===== src/rtl/can_err_pkg.sv =====
package can_err_pkg;
  localparam int unsigned FLAG_W = 8;
  localparam int unsigned CODE_W = 7;

  typedef enum logic [1:0] {
    SEL_FLAG = 2'd0,
    SEL_EN   = 2'd1,
    SEL_CODE = 2'd2,
    SEL_NONE = 2'd3
  } reg_sel_e;
endpackage


===== src/rtl/can_err_rst_sync.sv =====
module can_err_rst_sync #(
  parameter int unsigned STAGES = 2
) (
  input  logic clk_i,
  input  logic rst_ni,
  output logic rst_sync_no
);
  logic [STAGES-1:0] sync_q;
  logic [STAGES-1:0] sync_d;

  always_comb begin
    sync_d = {sync_q[STAGES-2:0], 1'b1};
  end

  always_ff @(posedge clk_i or negedge rst_ni) begin
    if (!rst_ni) sync_q <= '0;
    else         sync_q <= sync_d;
  end

  assign rst_sync_no = sync_q[STAGES-1];
endmodule


===== src/rtl/can_err_sticky.sv =====
// Sticky flag bits: an event sets a bit, a write of 0 clears it, and the event wins.
module can_err_sticky #(
  parameter int unsigned W = 8
) (
  input  logic         clk_i,
  input  logic         rst_ni,
  input  logic [W-1:0] set_i,
  input  logic         wr_i,
  input  logic [W-1:0] wr_data_i,
  output logic [W-1:0] q_o
);
  logic [W-1:0] q_q;
  logic [W-1:0] q_d;
  logic         upd;

  assign upd = wr_i | (|set_i);

  for (genvar b = 0; b < W; b++) begin : g_bit
    always_comb begin
      q_d[b] = q_q[b];
      if (wr_i && !wr_data_i[b]) q_d[b] = 1'b0;
      if (set_i[b])              q_d[b] = 1'b1;
    end

    always_ff @(posedge clk_i or negedge rst_ni) begin
      if (!rst_ni)  q_q[b] <= 1'b0;
      else if (upd) q_q[b] <= q_d[b];
    end

    p_event_sets_r2: assert property (@(posedge clk_i) disable iff (!rst_ni)
      set_i[b] |=> q_o[b]);
    p_write_clears_r3: assert property (@(posedge clk_i) disable iff (!rst_ni)
      (wr_i && !wr_data_i[b] && !set_i[b]) |=> !q_o[b]);
  end

  assign q_o = q_q;

  p_hold_when_idle_r2: assert property (@(posedge clk_i) disable iff (!rst_ni)
    (!wr_i && !(|set_i)) |=> $stable(q_o));
endmodule


===== src/rtl/can_err_code.sv =====
// Error-code byte: bits CW-1..0 are the error types, bit CW is the display mode.
module can_err_code #(
  parameter int unsigned CW = 7
) (
  input  logic          clk_i,
  input  logic          rst_ni,
  input  logic [CW-1:0] evt_i,
  input  logic          wr_i,
  input  logic [CW:0]   wr_data_i,
  output logic [CW:0]   q_o
);
  logic [CW-1:0] type_q, type_d, keep_mask;
  logic          accum_q, accum_d;
  logic          any_evt, upd;

  assign any_evt = |evt_i;
  assign upd     = wr_i | any_evt;

  always_comb begin
    keep_mask = wr_i ? wr_data_i[CW-1:0] : '1;
    accum_d   = wr_i ? wr_data_i[CW] : accum_q;
    if (!any_evt)     type_d = type_q & keep_mask;
    else if (accum_q) type_d = (type_q & keep_mask) | evt_i;
    else              type_d = evt_i;
  end

  always_ff @(posedge clk_i or negedge rst_ni) begin
    if (!rst_ni) begin
      type_q  <= '0;
      accum_q <= 1'b0;
    end else if (upd) begin
      type_q  <= type_d;
      accum_q <= accum_d;
    end
  end

  assign q_o = {accum_q, type_q};

  p_accum_keeps_new_r6: assert property (@(posedge clk_i) disable iff (!rst_ni)
    (q_o[CW] && any_evt) |=> ((q_o[CW-1:0] & $past(evt_i)) == $past(evt_i)));
  p_accum_keeps_old_r6: assert property (@(posedge clk_i) disable iff (!rst_ni)
    (q_o[CW] && any_evt && !wr_i) |=>
      ((q_o[CW-1:0] & $past(q_o[CW-1:0])) == $past(q_o[CW-1:0])));
  p_latest_only_r7: assert property (@(posedge clk_i) disable iff (!rst_ni)
    (!q_o[CW] && any_evt) |=> (q_o[CW-1:0] == $past(evt_i)));
  p_write_clears_r8: assert property (@(posedge clk_i) disable iff (!rst_ni)
    (wr_i && !any_evt) |=> ((q_o[CW-1:0] & ~$past(wr_data_i[CW-1:0])) == '0));
  p_mode_write_r8: assert property (@(posedge clk_i) disable iff (!rst_ni)
    wr_i |=> (q_o[CW] == $past(wr_data_i[CW])));
endmodule


===== src/rtl/can_err_irq.sv =====
module can_err_irq #(
  parameter int unsigned W = 8
) (
  input  logic [W-1:0] flag_i,
  input  logic [W-1:0] en_i,
  output logic         irq_o
);
  logic [W-1:0] hit;

  for (genvar b = 0; b < W; b++) begin : g_gate
    assign hit[b] = flag_i[b] & en_i[b];
  end

  assign irq_o = |hit;
endmodule


===== src/rtl/can_err_report.sv =====
module can_err_report
  import can_err_pkg::*;
#(
  parameter int unsigned N_FLAG = FLAG_W,
  parameter int unsigned N_CODE = CODE_W
) (
  input  logic              clk_i,
  input  logic              rst_ni,
  input  logic [N_FLAG-1:0] flag_evt_i,
  input  logic [N_CODE-1:0] code_evt_i,
  input  logic              wr_en_i,
  input  logic [1:0]        wr_sel_i,
  input  logic [N_FLAG-1:0] wr_data_i,
  output logic [N_FLAG-1:0] flag_o,
  output logic [N_FLAG-1:0] enable_o,
  output logic [N_FLAG-1:0] code_o,
  output logic              err_irq_o
);
  localparam int unsigned CODE_BYTE = N_CODE + 1;

  logic          rst_n;
  reg_sel_e      sel;
  logic          wr_flag, wr_en_reg, wr_code;
  logic [N_FLAG-1:0] en_q, en_d;
  logic [CODE_BYTE-1:0] code_q;

  assign sel       = reg_sel_e'(wr_sel_i);
  assign wr_flag   = wr_en_i && (sel == SEL_FLAG);
  assign wr_en_reg = wr_en_i && (sel == SEL_EN);
  assign wr_code   = wr_en_i && (sel == SEL_CODE);

  can_err_rst_sync #(.STAGES(2)) i_rst_sync (
    .clk_i       (clk_i),
    .rst_ni      (rst_ni),
    .rst_sync_no (rst_n)
  );

  can_err_sticky #(.W(N_FLAG)) i_flags (
    .clk_i     (clk_i),
    .rst_ni    (rst_n),
    .set_i     (flag_evt_i),
    .wr_i      (wr_flag),
    .wr_data_i (wr_data_i),
    .q_o       (flag_o)
  );

  can_err_code #(.CW(N_CODE)) i_code (
    .clk_i     (clk_i),
    .rst_ni    (rst_n),
    .evt_i     (code_evt_i),
    .wr_i      (wr_code),
    .wr_data_i (wr_data_i[CODE_BYTE-1:0]),
    .q_o       (code_q)
  );

  always_comb begin
    en_d = en_q;
    if (wr_en_reg) en_d = wr_data_i;
  end

  always_ff @(posedge clk_i or negedge rst_n) begin
    if (!rst_n)         en_q <= '0;
    else if (wr_en_reg) en_q <= en_d;
  end

  assign enable_o = en_q;

  if (CODE_BYTE < N_FLAG) begin : g_code_pad
    assign code_o = {{(N_FLAG-CODE_BYTE){1'b0}}, code_q};
  end else begin : g_code_full
    assign code_o = code_q[N_FLAG-1:0];
  end

  can_err_irq #(.W(N_FLAG)) i_irq (
    .flag_i (flag_o),
    .en_i   (en_q),
    .irq_o  (err_irq_o)
  );

  p_enable_store_r5: assert property (@(posedge clk_i) disable iff (!rst_n)
    wr_en_reg |=> (enable_o == $past(wr_data_i)));
  p_enable_hold_r10: assert property (@(posedge clk_i) disable iff (!rst_n)
    !wr_en_reg |=> $stable(enable_o));
  p_no_target_r10: assert property (@(posedge clk_i) disable iff (!rst_n)
    (wr_en_i && sel == SEL_NONE && !(|flag_evt_i) && !(|code_evt_i)) |=>
      ($stable(flag_o) && $stable(code_o)));
  p_zero_enable_mutes_r9: assert property (@(posedge clk_i) disable iff (!rst_n)
    (wr_en_reg && wr_data_i == '0) |=> !err_irq_o);
  p_flag_write_spares_code_r10: assert property (@(posedge clk_i) disable iff (!rst_n)
    (wr_flag && !(|code_evt_i)) |=> $stable(code_o));
endmodule


===== config.mk =====
export PLATFORM = sky130hd
export DESIGN_NAME = can_err_report
export DESIGN_NICKNAME = d
export VERILOG_FILES = /design/src/rtl/can_err_pkg.sv /design/src/rtl/can_err_rst_sync.sv /design/src/rtl/can_err_sticky.sv /design/src/rtl/can_err_code.sv /design/src/rtl/can_err_irq.sv /design/src/rtl/can_err_report.sv
export SDC_FILE = /design/constraint.sdc
export NUM_CORES = 1
export LEC_CHECK = 0
export BUFFER_PORTS_ARGS = -buffer_cell sky130_fd_sc_hd__buf_4
export CORE_MARGIN = 2
export CORE_UTILIZATION = 44
export DETAILED_ROUTE_END_ITERATION = 16
export HOLD_SLACK_MARGIN = 0.05
export PLACE_DENSITY = 0.85
export SLEW_MARGIN = 20
export SYNTH_ARGS = -nofsm -noshare
export SYNTH_HDL_FRONTEND = slang
export SYNTH_HIERARCHICAL = 1
export SYNTH_SLANG_ARGS = --single-unit

===== constraint.sdc =====
create_clock -name clk_i -period 1.1 [get_ports clk_i]
set_input_delay 0.11 -clock clk_i [delete_from_list [all_inputs] [get_ports clk_i]]
set_output_delay 0.11 -clock clk_i [all_outputs]
set_load 0.03 [all_outputs]

==> qor.yml, run 1 <==
status: "finished, violations left"
failed_checks: "negative setup slack"
ctsRootBufferMaster: "clkbuf_4"
cap_violations: 0
core_mm2: 0.002255
final_nets: 196
cpPeakStageDelay_ps: 440
async_flop_share_pct: 100.0
grt_max_degree: 25
hpwl_mm: 2.042
hold_viol_final: 0
startpoint_type: "register"
path_cells: "a22oi_1 -> nand4_1 -> buf_6"
synth_area_mm2: 0.001065
reg2reg_from: "enable_o[5]"
synth_flop_cell: "dfrtp_1"
p_leak_nw: 0.8392
synthTopCellsByArea: "dfrtp_1 (61%), mux2_2 (9.5%), a21o_1 (5.6%)"
drt_first_iter_violations: 25
worstSetupEndpointType: "output pin"
dp_cells: 160
setup_tns_ps: -582.2
hp-class: "input port to async pin"
grt_usage_pct: 24.80
wl_met2_mm: 1.741
firstDrtPassIters: 4
diodes: 0
skew_ps: 0.8137
die_x_um: 53.19
synthCells: 79
initial_core_util_pct: 47.23
synth_commonest_cells: "dfrtp_1 (26), mux2_2 (9), a21o_1 (8), nand2b_1 (8)"
met3WireLength_um: 137
ys_seq_area_share_pct: 61.10
wl_mm: 3.313
ios: 53
via_per_inst: 5.236
grt_pass1_wl_mm: 4.843
worst_ir_drop_vdd_uv: 988.7
num_rows: 17
clock_path_buffers: 2
crit_arrival_ps: 1320
r2r_slack_ps: 40
fin_crit_sh_pct: 130.0
cellPowerDensity_mw_per_mm2: 1307
finalSetupViolations: 6
synth.avg_cell_area_um2: 13.48
cts_tree: "yes"
cts.sink_count: 26
wl_met1_mm: 1.343
ys_types: 17
worstPathMaxFanout: 2
antenna_found_initial: 0
ys_ff_latch: 26
wl_per_cell_um: 16.99
portBuffers: 52
drc: 0
ff2ff_path_depth: 3
r2r-end: "enable_o[5]"
gp_congestion: 0.7806
yosys.area.top_type: "dfrtp_1"
layout-drive-gt1-share_pct: 55.09
yosysWarningCount: 6
rsz0062_at_grt: "yes"
fmaxAchievable_mhz: 699.4
critical-path-slowest-cell: "dfrtp_2"
cpLargestDelayFamily: "flip-flops"
post_dp_cell_area_mm2: 0.001513
grt_pass1_vias: 1043
synth.top_cell.area_share_pct: 61.10
path_class: "register to output pin"
crit_buf_inv: 1
syn_nets: 107
numCtsBuffers: 3
grt_overflow: 0
htreeDepth: 1
dieArea_mm2: 0.002829
final_cells: 195
final_design_area_no_fill_mm2: 0.001898
yosysMostFrequentCell: "dfrtp_1"
highest_layer: "met4"
area_growth_pct: 78.26
fin_crit_ps: 1430
critical_path_depth: 3
worstPathRequired_ps: 990
vias: 1021
crit_end: "err_irq_o"
clk_pin_slew_ps: 130
synth_edf_count: 0
slew_viol_final: 0
dieHeight_um: 53.19
layout_setup_ws_ps: -329.7
fin_hold_ws_ps: 86.22
insertion_delay_ps: 320
crit_start: "i_flags/q_o[0]"
drtAntennaViolNets: 0
## layer usage
layer	track usage, %	up-vias
met1	27.64	509
met3	3.107	10
met5	0	-
met2	46.04	43
li1	-	459
met4	11.97	0
## stage by stage
step / power [mW] / utilization, % / setup WS, ps
global route: 2.582 / 84.18 / -413.9
CTS: 2.436 / 82.13 / -256.4
global placement: 1.843 / 67.09 / 90.01
finish: 2.481 / 84.18 / -329.7
floorplan: 1.546 / - / 0.01921
detailed placement: 1.864 / 67.09 / 61.36
## worst register-to-register path: stages (launching register included)
cell	delay (ps)
dfrtp_2	440
buf_6	120
buf_4	120
mux2_2	270
## registers in the layout (all words and copies together) (netlist names)
| signal | flops |
|---|---|
| i_code/accum_q | 1 |
| i_rst_sync/sync_q | 2 |
| i_code/type_q | 7 |
| i_flags/q_o | 8 |
| enable_o | 8 |
## power by group
| group | switching (mW) | internal [mW] | leakage [nW] |
|---|---|---|---|
| registers | 0.0912 | 1.07 | 0.272 |
| clock network | 0.277 | 0.203 | 0.0210 |
| logic | 0.436 | 0.404 | 0.546 |
## placed cells by master (no fill, tap or decap)
cell type	instances
a21o_1	8
a21oi_2	1
a22oi_1	2
a22oi_2	2
and3b_2	1
buf_4	51
buf_6	10
clkbuf_4	3
clkbuf_8	1
conb_1	1
dfrtp_1	14
dfrtp_2	12
dlygate4sd3_1	24
inv_1	1
mux2_2	9
nand2b_1	8
nand3b_4	1
nand4_1	1
nor3_1	1
nor3b_1	1
nor4_4	1
o21ai_0	7
o21bai_1	7
## layout make-up
class,instances,area [um^2]
timing repair buffer,85,735.7
inverter,1,3.754
sequential,26,665.6
clock buffer,4,36.28
tap,28,35.03
multi-input combinational,51,421.7
fill,117,356.6
## worst min-delay path by stage
stage,endpoint,slack (ps),cells after the start
4_1_cts,i_rst_sync/sync_q[1],80,2
6_report,i_rst_sync/sync_q[1],90,2
2_1_floorplan,i_rst_sync/sync_q[0],-190,0
5_1_grt,i_rst_sync/sync_q[1],80,2
3_5_place_dp,i_rst_sync/sync_q[0],-110,1
3_3_place_gp,i_rst_sync/sync_q[1],-110,1
## cell families (layout without fill, tap and decap cells)
logic type	Yosys count	count (layout)	share of synthesized area [%]
compound gates	27	27	17.51
flops	26	26	61.10
simple gates	14	14	10.46
mux	9	9	9.518
buf+inv	2	90	1.058
other cells	1	1	0.3522
## repair_timing
item                       CTS  global route
gates resized for setup      8             5
gates cloned                 0             0
hold endpoints to repair    26             0
hold buffers                24             0
setup buffers                4             4
pin swaps                    2             1
setup endpoints to repair    1             8
No activity file was read; power rests on OpenSTA's default activity.
==> run 2: changes to the inputs <==
==> constraint.sdc (replaced) <==
create_clock -name clk_i -period 1.1 [get_ports clk_i]
set_input_delay 0.055 -clock clk_i [delete_from_list [all_inputs] [get_ports clk_i]]
set_output_delay 0.055 -clock clk_i [all_outputs]
set_load 0.03 [all_outputs]
==> run 2 against run 1 <==
Against the previous run: the run still ends with negative setup slack left; critical path depth is the same; routed wire length is 0.81% higher; critical path type unchanged; sequential cell count stayed put.
==> qor.yml, run 2 (synthesized netlist as in run 1, its figures left out) <==
status: "finished, violations left"
failed_checks: "negative setup slack"
clock_path_buffers: 2  # unchanged
post_dp_cell_area_mm2: 0.001510  # -0.17%
clk_pin_slew_ps: 140  # about the same
final_common_cell: "buf_4"
fin_crit_ps: 1324  # -105.5 ps
diodes: 0  # unchanged
layout_setup_ws_ps: -224.3  # +105.5 ps
grt_pass1_wl_mm: 4.588  # -5.3%
ios: 53  # unchanged
insertion_delay_ps: 320  # about the same
worst_ir_drop_vdd_uv: 1089  # +10%
drtAntennaViolNets: 0  # unchanged
rsz0062_at_grt: "yes"
htreeDepth: 1  # unchanged
firstDrtPassIters: 4  # unchanged
grt_usage_pct: 23.83  # -0.97 points
dieHeight_um: 53.19  # unchanged
cap_violations: 0  # unchanged
worstSetupEndpointType: "output pin"
final_nets: 194  # -1.0%
fin_crit_sh_pct: 120.4  # -9.6 points
wl_per_cell_um: 17.40  # +2.4%
wl_met1_mm: 1.241  # -7.6%
fmaxAchievable_mhz: 755.1  # +8.0%
cts_tree: "yes"
path_class: "register to output pin"
p_leak_nw: 0.8306  # -1.0%
wl_met2_mm: 1.770  # +1.7%
worstPathRequired_ps: 1040  # +50 ps
met3WireLength_um: 198  # +45%
portBuffers: 52  # unchanged
cts.sink_count: 26  # unchanged
crit_arrival_ps: 1270  # -50 ps
post-place-ws_ps: 138.4  # +77.02 ps
die_x_um: 53.19  # unchanged
num_rows: 17  # unchanged
hold_viol_final: 0  # unchanged
skew_ps: 10.94  # +10.13 ps
setup_tns_ps: -224.4  # +357.8 ps
grt_max_degree: 19  # -24%
finalSetupViolations: 2  # -4
cellPowerDensity_mw_per_mm2: 1281  # -2.0%
numCtsBuffers: 3  # unchanged
drc: 0  # unchanged
area_growth_pct: 75.79
fin_hold_ws_ps: 146.8  # +60.60 ps
wl_mm: 3.340  # +0.81%
initial_core_util_pct: 47.23  # unchanged
grt_overflow: 0  # unchanged
vias: 1035  # +1.4%
hp-class: "register to async pin"
ctsRootBufferMaster: "clkbuf_4"
startpoint_type: "register"
layout_common_cells: "buf_4 (51), dfrtp_1 (26), dlygate4sd3_1 (25), mux2_2 (9)"
grt_pass1_vias: 1001  # -4.0%
layout-drive-gt1-share_pct: 47.56  # -7.5 points
highest_layer: "met4"
antenna_found_initial: 0  # unchanged
final_util_pct: 83.02  # -1.2 points
core_mm2: 0.002255  # unchanged
worstPathMaxFanout: 2  # unchanged
final_design_area_no_fill_mm2: 0.001872  # -1.4%
via_per_inst: 5.391  # +3.0%
hpwl_mm: 2.054  # +0.63%
drt_first_iter_violations: 9  # -64%
dieArea_mm2: 0.002829  # unchanged
slew_viol_final: 0  # unchanged
gp_congestion: 0.8047  # +3.1%
==> run 2: through the flow <==
stage	power [mW]	cells
floorplan	1.537	79
global placement	1.843	160
detailed placement	1.858	160
CTS	2.324	192
global route	2.501	192
finish	2.398	192
==> run 2: cell type report <==
cell class              count  area [um^2]
repair buffers             83        720.7
fillers                   118        382.9
multi-input cells          51        439.2
clock buffers               3        22.52
well taps                  28        35.03
flip-flops and latches     26        650.6
inverters                   1        3.754
==> run 2: worst max-delay path: stages, from the launching register on <==
cell and delay (ps):
dfrtp_1 420, a22oi_1 220, nand4_1 140, buf_6 160
==> run 2: timing repair <==
action                                  CTS  global route
endpoints found under the setup margin    1            12
hold buffers                             25             0
resized for setup                         2            10
endpoints found under the hold margin    26             0
buffers inserted                          4             2
pin swaps                                 1             4
==> run 2: power by group <==
group | internal (mW) | leakage [nW] | switching (mW)
Sequential | 1.06 | 0.279 | 0.100
Combinational | 0.408 | 0.538 | 0.432
Clock | 0.128 | 0.0138 | 0.266
Total | 1.60 | 0.831 | 0.798
==> run 2: final timing paths <==
kind,slack (ps),to,depth (start not counted),startpoint
max,-220,err_irq_o,3,i_flags/q_o[0]
min,150,i_code/type_q[1],0,i_rst_sync/sync_q[1]
max reg2reg,170,i_code/type_q[4],2,i_code/accum_q
min reg2reg,150,i_code/type_q[1],0,i_rst_sync/sync_q[1]
max in group asynchronous,390,i_rst_sync/sync_q[1],3,rst_ni
min in group clk_i,190,enable_o[0],3,wr_sel_i[0]
==> run 2: routing by layer <==
layer | global-route usage, % | up-vias
met5 | 0 | -
met4 | 13.68 | 0
met3 | 3.955 | 14
met2 | 41.67 | 54
met1 | 27.27 | 512
li1 | - | 455
